<file path="src/rtl/kbc_irq_pkg.sv">
package kbc_irq_pkg;
  localparam int ADDR_W = 3;
  localparam int DATA_W = 8;

  // register addresses
  localparam int A_KDATA  = 0;
  localparam int A_ADATA  = 1;
  localparam int A_STAT   = 2;
  localparam int A_KLATCH = 3;
  localparam int A_CTRL   = 4;

  // bit positions
  localparam int ST_KBD_BIT = 0;
  localparam int ST_AUX_BIT = 5;
  localparam int KL_BIT     = 0;

  // channel indices
  localparam int CH_KBD = 0;
  localparam int CH_AUX = 1;
  localparam int NCH    = 2;

  typedef struct packed {
    logic asel;
    logic ksel;
    logic en;
  } ctrl_t;
endpackage

</file>
<file path="src/rtl/kbc_rst_sync.sv">
module kbc_rst_sync #(
  parameter int STAGES = 2
) (
  input  logic clk,
  input  logic arst_n,
  output logic srst_n
);
  logic [STAGES-1:0] sh_q;
  logic [STAGES-1:0] sh_d;

  always_comb begin
    sh_d = {sh_q[STAGES-2:0], 1'b1};
  end

  always_ff @(posedge clk or negedge arst_n) begin
    if (!arst_n) sh_q <= '0;
    else         sh_q <= sh_d;
  end

  assign srst_n = sh_q[STAGES-1];
endmodule

</file>
<file path="src/rtl/kbc_ec_regs.sv">
module kbc_ec_regs
  import kbc_irq_pkg::*;
#(
  parameter int AW = ADDR_W,
  parameter int DW = DATA_W
) (
  input  logic           clk,
  input  logic           rst_n,
  input  logic           ec_wr,
  input  logic [AW-1:0]  ec_addr,
  input  logic [DW-1:0]  ec_wdata,
  output ctrl_t          ctrl_q,
  output ctrl_t          ctrl_d,
  output logic [NCH-1:0] fw_q,
  output logic [NCH-1:0] fw_d,
  output logic [NCH-1:0] hw_set,
  output logic [DW-1:0]  data_q
);
  logic          ctrl_we;
  logic [NCH-1:0] fw_we;
  logic          data_we;
  logic [DW-1:0] data_d;

  // decode: next state and write enables
  always_comb begin
    ctrl_d  = ctrl_q;
    fw_d    = fw_q;
    data_d  = data_q;
    hw_set  = '0;
    ctrl_we = 1'b0;
    fw_we   = '0;
    data_we = 1'b0;
    if (ec_wr) begin
      case (ec_addr)
        AW'(A_KDATA): begin
          hw_set[CH_KBD] = 1'b1;
          data_we        = 1'b1;
          data_d         = ec_wdata;
        end
        AW'(A_ADATA): begin
          hw_set[CH_AUX] = 1'b1;
          data_we        = 1'b1;
          data_d         = ec_wdata;
        end
        AW'(A_STAT): begin
          fw_we[CH_AUX] = 1'b1;
          fw_d[CH_AUX]  = ec_wdata[ST_AUX_BIT];
        end
        AW'(A_KLATCH): begin
          fw_we[CH_KBD] = 1'b1;
          fw_d[CH_KBD]  = ec_wdata[KL_BIT];
        end
        AW'(A_CTRL): begin
          ctrl_we = 1'b1;
          ctrl_d  = ctrl_t'(ec_wdata[2:0]);
        end
        default: ;
      endcase
    end
  end

  always_ff @(posedge clk or negedge rst_n) begin
    if (!rst_n) begin
      ctrl_q <= '0;
    end else if (ctrl_we) begin
      ctrl_q <= ctrl_d;
    end
  end

  for (genvar c = 0; c < NCH; c++) begin : g_fw
    always_ff @(posedge clk or negedge rst_n) begin
      if (!rst_n) begin
        fw_q[c] <= 1'b0;
      end else if (fw_we[c]) begin
        fw_q[c] <= fw_d[c];
      end
    end
  end

  always_ff @(posedge clk or negedge rst_n) begin
    if (!rst_n) begin
      data_q <= '0;
    end else if (data_we) begin
      data_q <= data_d;
    end
  end
endmodule

</file>
<file path="src/rtl/kbc_obf_flag.sv">
module kbc_obf_flag (
  input  logic clk,
  input  logic rst_n,
  input  logic set,
  input  logic clr,
  output logic flag_d,
  output logic flag_q
);
  logic flag_we;

  // set has priority over clear
  always_comb begin
    flag_we = set | clr;
    flag_d  = set | (flag_q & ~clr);
  end

  always_ff @(posedge clk or negedge rst_n) begin
    if (!rst_n) begin
      flag_q <= 1'b0;
    end else if (flag_we) begin
      flag_q <= flag_d;
    end
  end
endmodule

</file>
<file path="src/rtl/kbc_irq_drive.sv">
module kbc_irq_drive (
  input  logic clk,
  input  logic rst_n,
  input  logic en_d,
  input  logic sel_d,
  input  logic hw_d,
  input  logic fw_d,
  output logic irq_q
);
  logic irq_d;

  // built from next-state values so a control write lands on its own edge
  always_comb begin
    irq_d = en_d & (sel_d ? fw_d : hw_d);
  end

  always_ff @(posedge clk or negedge rst_n) begin
    if (!rst_n) irq_q <= 1'b0;
    else        irq_q <= irq_d;
  end
endmodule

</file>
<file path="src/rtl/kbc_irq_mux.sv">
module kbc_irq_mux
  import kbc_irq_pkg::*;
#(
  parameter int AW          = ADDR_W,
  parameter int DW          = DATA_W,
  parameter int SYNC_STAGES = 2
) (
  input  logic          clk,
  input  logic          rst_n,
  input  logic          ec_wr,
  input  logic [AW-1:0] ec_addr,
  input  logic [DW-1:0] ec_wdata,
  output logic [DW-1:0] ec_rdata,
  input  logic          host_data_rd,
  output logic [DW-1:0] host_rdata,
  output logic          kbd_irq,
  output logic          aux_irq
);
  logic           srst_n;
  ctrl_t          ctrl_q;
  ctrl_t          ctrl_d;
  logic [NCH-1:0] fw_q;
  logic [NCH-1:0] fw_d;
  logic [NCH-1:0] hw_set;
  logic [NCH-1:0] hw_d;
  logic [NCH-1:0] hw_q;
  logic [NCH-1:0] sel_d;
  logic [NCH-1:0] irq_q;
  logic [NCH-1:0] src_q;
  logic [DW-1:0]  data_q;

  kbc_rst_sync #(.STAGES(SYNC_STAGES)) u_rst (
    .clk    (clk),
    .arst_n (rst_n),
    .srst_n (srst_n)
  );

  kbc_ec_regs #(.AW(AW), .DW(DW)) u_regs (
    .clk      (clk),
    .rst_n    (srst_n),
    .ec_wr    (ec_wr),
    .ec_addr  (ec_addr),
    .ec_wdata (ec_wdata),
    .ctrl_q   (ctrl_q),
    .ctrl_d   (ctrl_d),
    .fw_q     (fw_q),
    .fw_d     (fw_d),
    .hw_set   (hw_set),
    .data_q   (data_q)
  );

  assign sel_d[CH_KBD] = ctrl_d.ksel;
  assign sel_d[CH_AUX] = ctrl_d.asel;

  for (genvar c = 0; c < NCH; c++) begin : g_ch
    kbc_obf_flag u_flag (
      .clk    (clk),
      .rst_n  (srst_n),
      .set    (hw_set[c]),
      .clr    (host_data_rd),
      .flag_d (hw_d[c]),
      .flag_q (hw_q[c])
    );

    kbc_irq_drive u_drv (
      .clk   (clk),
      .rst_n (srst_n),
      .en_d  (ctrl_d.en),
      .sel_d (sel_d[c]),
      .hw_d  (hw_d[c]),
      .fw_d  (fw_d[c]),
      .irq_q (irq_q[c])
    );
  end

  // selected source per channel, for read-back
  always_comb begin
    src_q[CH_KBD] = ctrl_q.ksel ? fw_q[CH_KBD] : hw_q[CH_KBD];
    src_q[CH_AUX] = ctrl_q.asel ? fw_q[CH_AUX] : hw_q[CH_AUX];
  end

  always_comb begin
    ec_rdata = '0;
    case (ec_addr)
      AW'(A_KDATA), AW'(A_ADATA): ec_rdata = data_q;
      AW'(A_STAT): begin
        ec_rdata[ST_KBD_BIT] = src_q[CH_KBD];
        ec_rdata[ST_AUX_BIT] = src_q[CH_AUX];
      end
      AW'(A_KLATCH): ec_rdata[KL_BIT] = src_q[CH_KBD];
      AW'(A_CTRL):   ec_rdata[2:0]    = ctrl_q;
      default: ;
    endcase
  end

  assign host_rdata = data_q;
  assign kbd_irq    = irq_q[CH_KBD];
  assign aux_irq    = irq_q[CH_AUX];
endmodule

</file>
<file path="config.mk">
export PLATFORM = sky130hd
export DESIGN_NAME = kbc_irq_mux
export DESIGN_NICKNAME = d
export VERILOG_FILES = /design/src/rtl/kbc_irq_pkg.sv /design/src/rtl/kbc_rst_sync.sv /design/src/rtl/kbc_ec_regs.sv /design/src/rtl/kbc_obf_flag.sv /design/src/rtl/kbc_irq_drive.sv /design/src/rtl/kbc_irq_mux.sv
export SDC_FILE = /design/constraint.sdc
export NUM_CORES = 1
export LEC_CHECK = 0
export BUFFER_PORTS_ARGS = -buffer_cell sky130_fd_sc_hd__buf_2
export CELL_PAD_IN_SITES_DETAIL_PLACEMENT = 0
export CELL_PAD_IN_SITES_GLOBAL_PLACEMENT = 2
export CORE_ASPECT_RATIO = 0.7
export CORE_UTILIZATION = 34
export CTS_BUF_LIST = sky130_fd_sc_hd__clkbuf_4
export DETAILED_ROUTE_END_ITERATION = 8
export GPL_TIMING_DRIVEN = 0
export PLACE_DENSITY = 0.89
export SLEW_MARGIN = 30
export SYNTH_ARGS = -nofsm -noshare
export SYNTH_HDL_FRONTEND = slang
export SYNTH_SLANG_ARGS = --single-unit
</file>
<file path="constraint.sdc">
create_clock -name clk -period 2.11 [get_ports clk]
set_input_delay 0.3165 -clock clk [delete_from_list [all_inputs] [get_ports clk]]
set_output_delay 0.3165 -clock clk [all_outputs]
set_load 0.05 [all_outputs]
</file>
==> metrics.md <==
| Metric | Value |
|---|---|
| Core Util, Final | 45.76% |
| First-pass GRT wire length | 3.008 mm |
| Vias per cell | 4.629 |
| Std cell rows | 15 |
| Cell breakdown of the critical path | mux2i_1 -> nor2_1 -> mux2i_1 -> nor2_1 -> buf_2 |
| Status | finished, final reports clean |
| Number of setup buffers added after CTS | 0 |
| CTS max path bufs | 2 |
| Worst Max-Slew Pin Slew | 688.0 ps |
| Top cell type by total area after synthesis | dfrtp_1 |
| CTS buffer count | 3 |
| CP delay by family, top | flip-flops |
| Buffers on Ports | 31 |
| CTS tree | built |
| P per Cell Area | 913.2 nW/um^2 |
| Startpoint Class | flip-flop |
| Hold WC Path Type | in -> reg |
| Asr flop ratio synth | 100.0% |
| Starting DRT DRC Count | 19 |
| Max VDD drop | 566.4 uV |
| Mean routed wirelength per cell | 12.41 um |
| Hold slack | 251.8 ps |
| Top cells by count, synth | 19 x dfrtp_1, 10 x mux2_2, 7 x nor2_1 |
| Core Footprint | approximately 2500 sq um |
| Initial antenna violation count | 0 |
| Top FF cell, synth | dfrtp_1 |
| Slowest cell on crit path | dfrtp_1 |
| Final Cycle Share | 79.92% |
| Final slew viol count | 0 |
| Root Buffer | clkbuf_4 |
| Wirelength, routed | 1.737 mm |
| Via count | 648 |
| Number of synthesized flops with an enable pin | 0 |
| Hold_buf cts | 1 |
| Critical path depth | 5 |
| Slew headroom | 54.13% |
| GR peak layer | met2 |
| Post-Syn Instances | 70 |
| Area share of xor/xnor cells in the synthesized design | 0% |
| Layout cells sized above 1 | 49.06% |
| Number of global-route vias before repair | approximately 630 |
| Layout Nets | between 100 and 150 |
| Synth top area share | 53.07% |
| Final setup TNS | 0 ps |
| CTS clk-pin slew, worst paths | between 100 and 150 ps |
| Compound-cell area share of the yosys netlist | 4.749% |
| R2r worst-path depth | 3 |
| Met1 usage | between 10% and 20% |
| Synth Area in Adders | 0% |
| Critical path type | reg -> out |
| Post-synthesis mux area share | between 20% and 30% |
| Main combinational cell family by area after synthesis | multiplexers |
| Io pins | 33 |
| GR Util All Layers | 14.74% |
| Gr ovfl total | 0 |
| CP arrival | between 1000 and 1500 ps |
| Worst stage delay on the critical path | 430 ps |
| Critical path required time | about 1800 ps |
| Gates resized, CTS repair | 0 |
| Flop2flop setup slack | 1060 ps |
| GR Layer Usage met2 | roughly 22% |
| Area delta synth->final | 26.54% |
| Mean Syn Cell Area | 12.80 sq um |
| GR met3 Demand/Resource | ~5.8% |
| Clock H-tree levels | 1 |
| Worst hold path depth | 2 |
| Die height | 44.95 um |
| Maximum clock rate | 0.5930 GHz |
| Starting Density | 36.16% |
| Finished Layout Cells | 140 |
| ANT cells | 0 |
| Warnings, synthesis | 0 |
| Clock Skews | 6.400 ps |
| Largest net degree at the start of global routing | 18 |
| Register area share after synthesis | approximately 53% |
| Die width | 63.35 um |
| Clock Latency Late Sink | roughly 300 ps |
| Count leader, synth | dfrtp_1 |
| Final Hold Vio Count | 0 |
| # setup viols final | 0 |
| DIE AREA | 2847 sq um |
| Antenna Nets Post-Route | 0 |
| Leakage power | 0.5710 nW |
| Critical Path End Type | primary output |
| Post-Syn Area | 895.9 sq um |
| Hpwl dp | 1.284 mm |
| Netlist cell types | 20 |
| Synth Area in Simple Gates | between 10 and 15% |
| CP Max Fanout | 3 |
| Clock Sinks | 19 |
| Yosys reg bits | 19 |
| Synth top area cells | dfrtp_1 53%, mux2_2 13%, mux2i_1 6.7% |
| Max-cap viol count | 0 |
| Net count after synthesis | between 80 and 90 |
| Final worst path period need | roughly 1700 ps |
| DRC errors left | 0 |
| Sum of buffers and inverters on the critical path | 1 |
| RSZ-0062 raised after global routing | false |
| DRT Pass-1 Iters | 2 |
| Placed cell count | 135 |
| Final GP Congestion | 0.7641 |
-- cell usage in the layout, fill, tap and decap left out --
| cell | n |
|---|---|
| nand4b_1 | 1 |
| dfrtp_1 | 19 |
| and2_1 | 5 |
| dlygate4sd3_1 | 1 |
| nor2_1 | 7 |
| and2b_1 | 2 |
| nor2b_1 | 2 |
| a32o_1 | 2 |
| and4bb_2 | 1 |
| inv_1 | 3 |
| buf_2 | 31 |
| conb_1 | 1 |
| and4bb_4 | 1 |
| buf_6 | 2 |
| buf_4 | 1 |
| mux2_2 | 10 |
| a31oi_1 | 1 |
| mux2_4 | 2 |
| mux2i_1 | 6 |
| clkbuf_4 | 4 |
| a21oi_1 | 2 |
| o22ai_1 | 1 |
| or2b_1 | 1 |
-- cell families after synthesis --
| kind of cell | count (synthesis) |
|---|---|
| AO/OA/AOI/OAI | 6 |
| other | 1 |
| multiplexers | 18 |
| AND/OR/NAND/NOR | 20 |
| flip-flops | 19 |
| buffers and inverters | 6 |
-- worst reg2reg max path, cell delays in order, from the launching register on --
cell and delay [ps]:
dfrtp_1 430, mux2_4 290, mux2i_1 160, nor2_1 50
-- state kept, by name, summed over array words and instances, names as in the netlist --
register	cells
g_ch.u_flag.flag_q	2
u_regs.data_q	8
u_regs.fw_q	2
g_ch.u_drv.irq_q	2
u_regs.ctrl_q	3
u_rst.sh_q	2
-- stage by stage --
stage               setup WS (ps)  area (sq um)  total power, W
finish                      423.7          1134        0.001035
CTS                         394.7          1134        0.001052
global route                344.2          1134        0.001099
floorplan                   186.4         895.9       0.0007589
detailed placement          394.8          1094       0.0008499
global placement            421.6          1094       0.0008450
-- per-layer routing --
| metal | part of all wire [%] | wire, um |
|---|---|---|
| met4 | 1.7 | 29 |
| met3 | 8.0 | 139 |
| met2 | 42 | 730 |
| met1 | 48 | 837 |
| met5 | 0 | 0 |
-- worst paths after layout --
check                                      start             endpoint
worst max-delay path            u_regs.ctrl_q[2]          ec_rdata[5]
worst min-delay path                 ec_wdata[4]     u_regs.data_q[4]
worst max register to register  u_regs.ctrl_q[2]  g_ch[1].u_drv.irq_q
worst min register to register     u_rst.sh_q[1]       u_regs.fw_q[0]
max in group asynchronous          u_rst.sh_q[1]  g_ch[1].u_drv.irq_q
min in group asynchronous          u_rst.sh_q[1]       u_regs.fw_q[0]
-- power by group --
| part | leakage, nW | total (W) | internal, W | switching, W |
|---|---|---|---|---|
| Sequential | 0.232 | 0.000467 | 0.000424 | 0.0000429 |
| Clock | 0.0184 | 0.000195 | 0.0000865 | 0.000108 |
| Combinational | 0.321 | 0.000374 | 0.000123 | 0.000251 |
-- cell type report --
class	count	area [sq um]
timing repair buffer	32	165.2
inverter	3	11.26
buffer	3	30.03
clock buffer	4	30.03
multi-input combinational	45	379.1
tap	34	42.54
fill	255	1344
sequential	19	475.5
Note: power is estimated with default switching activity, not from simulation.
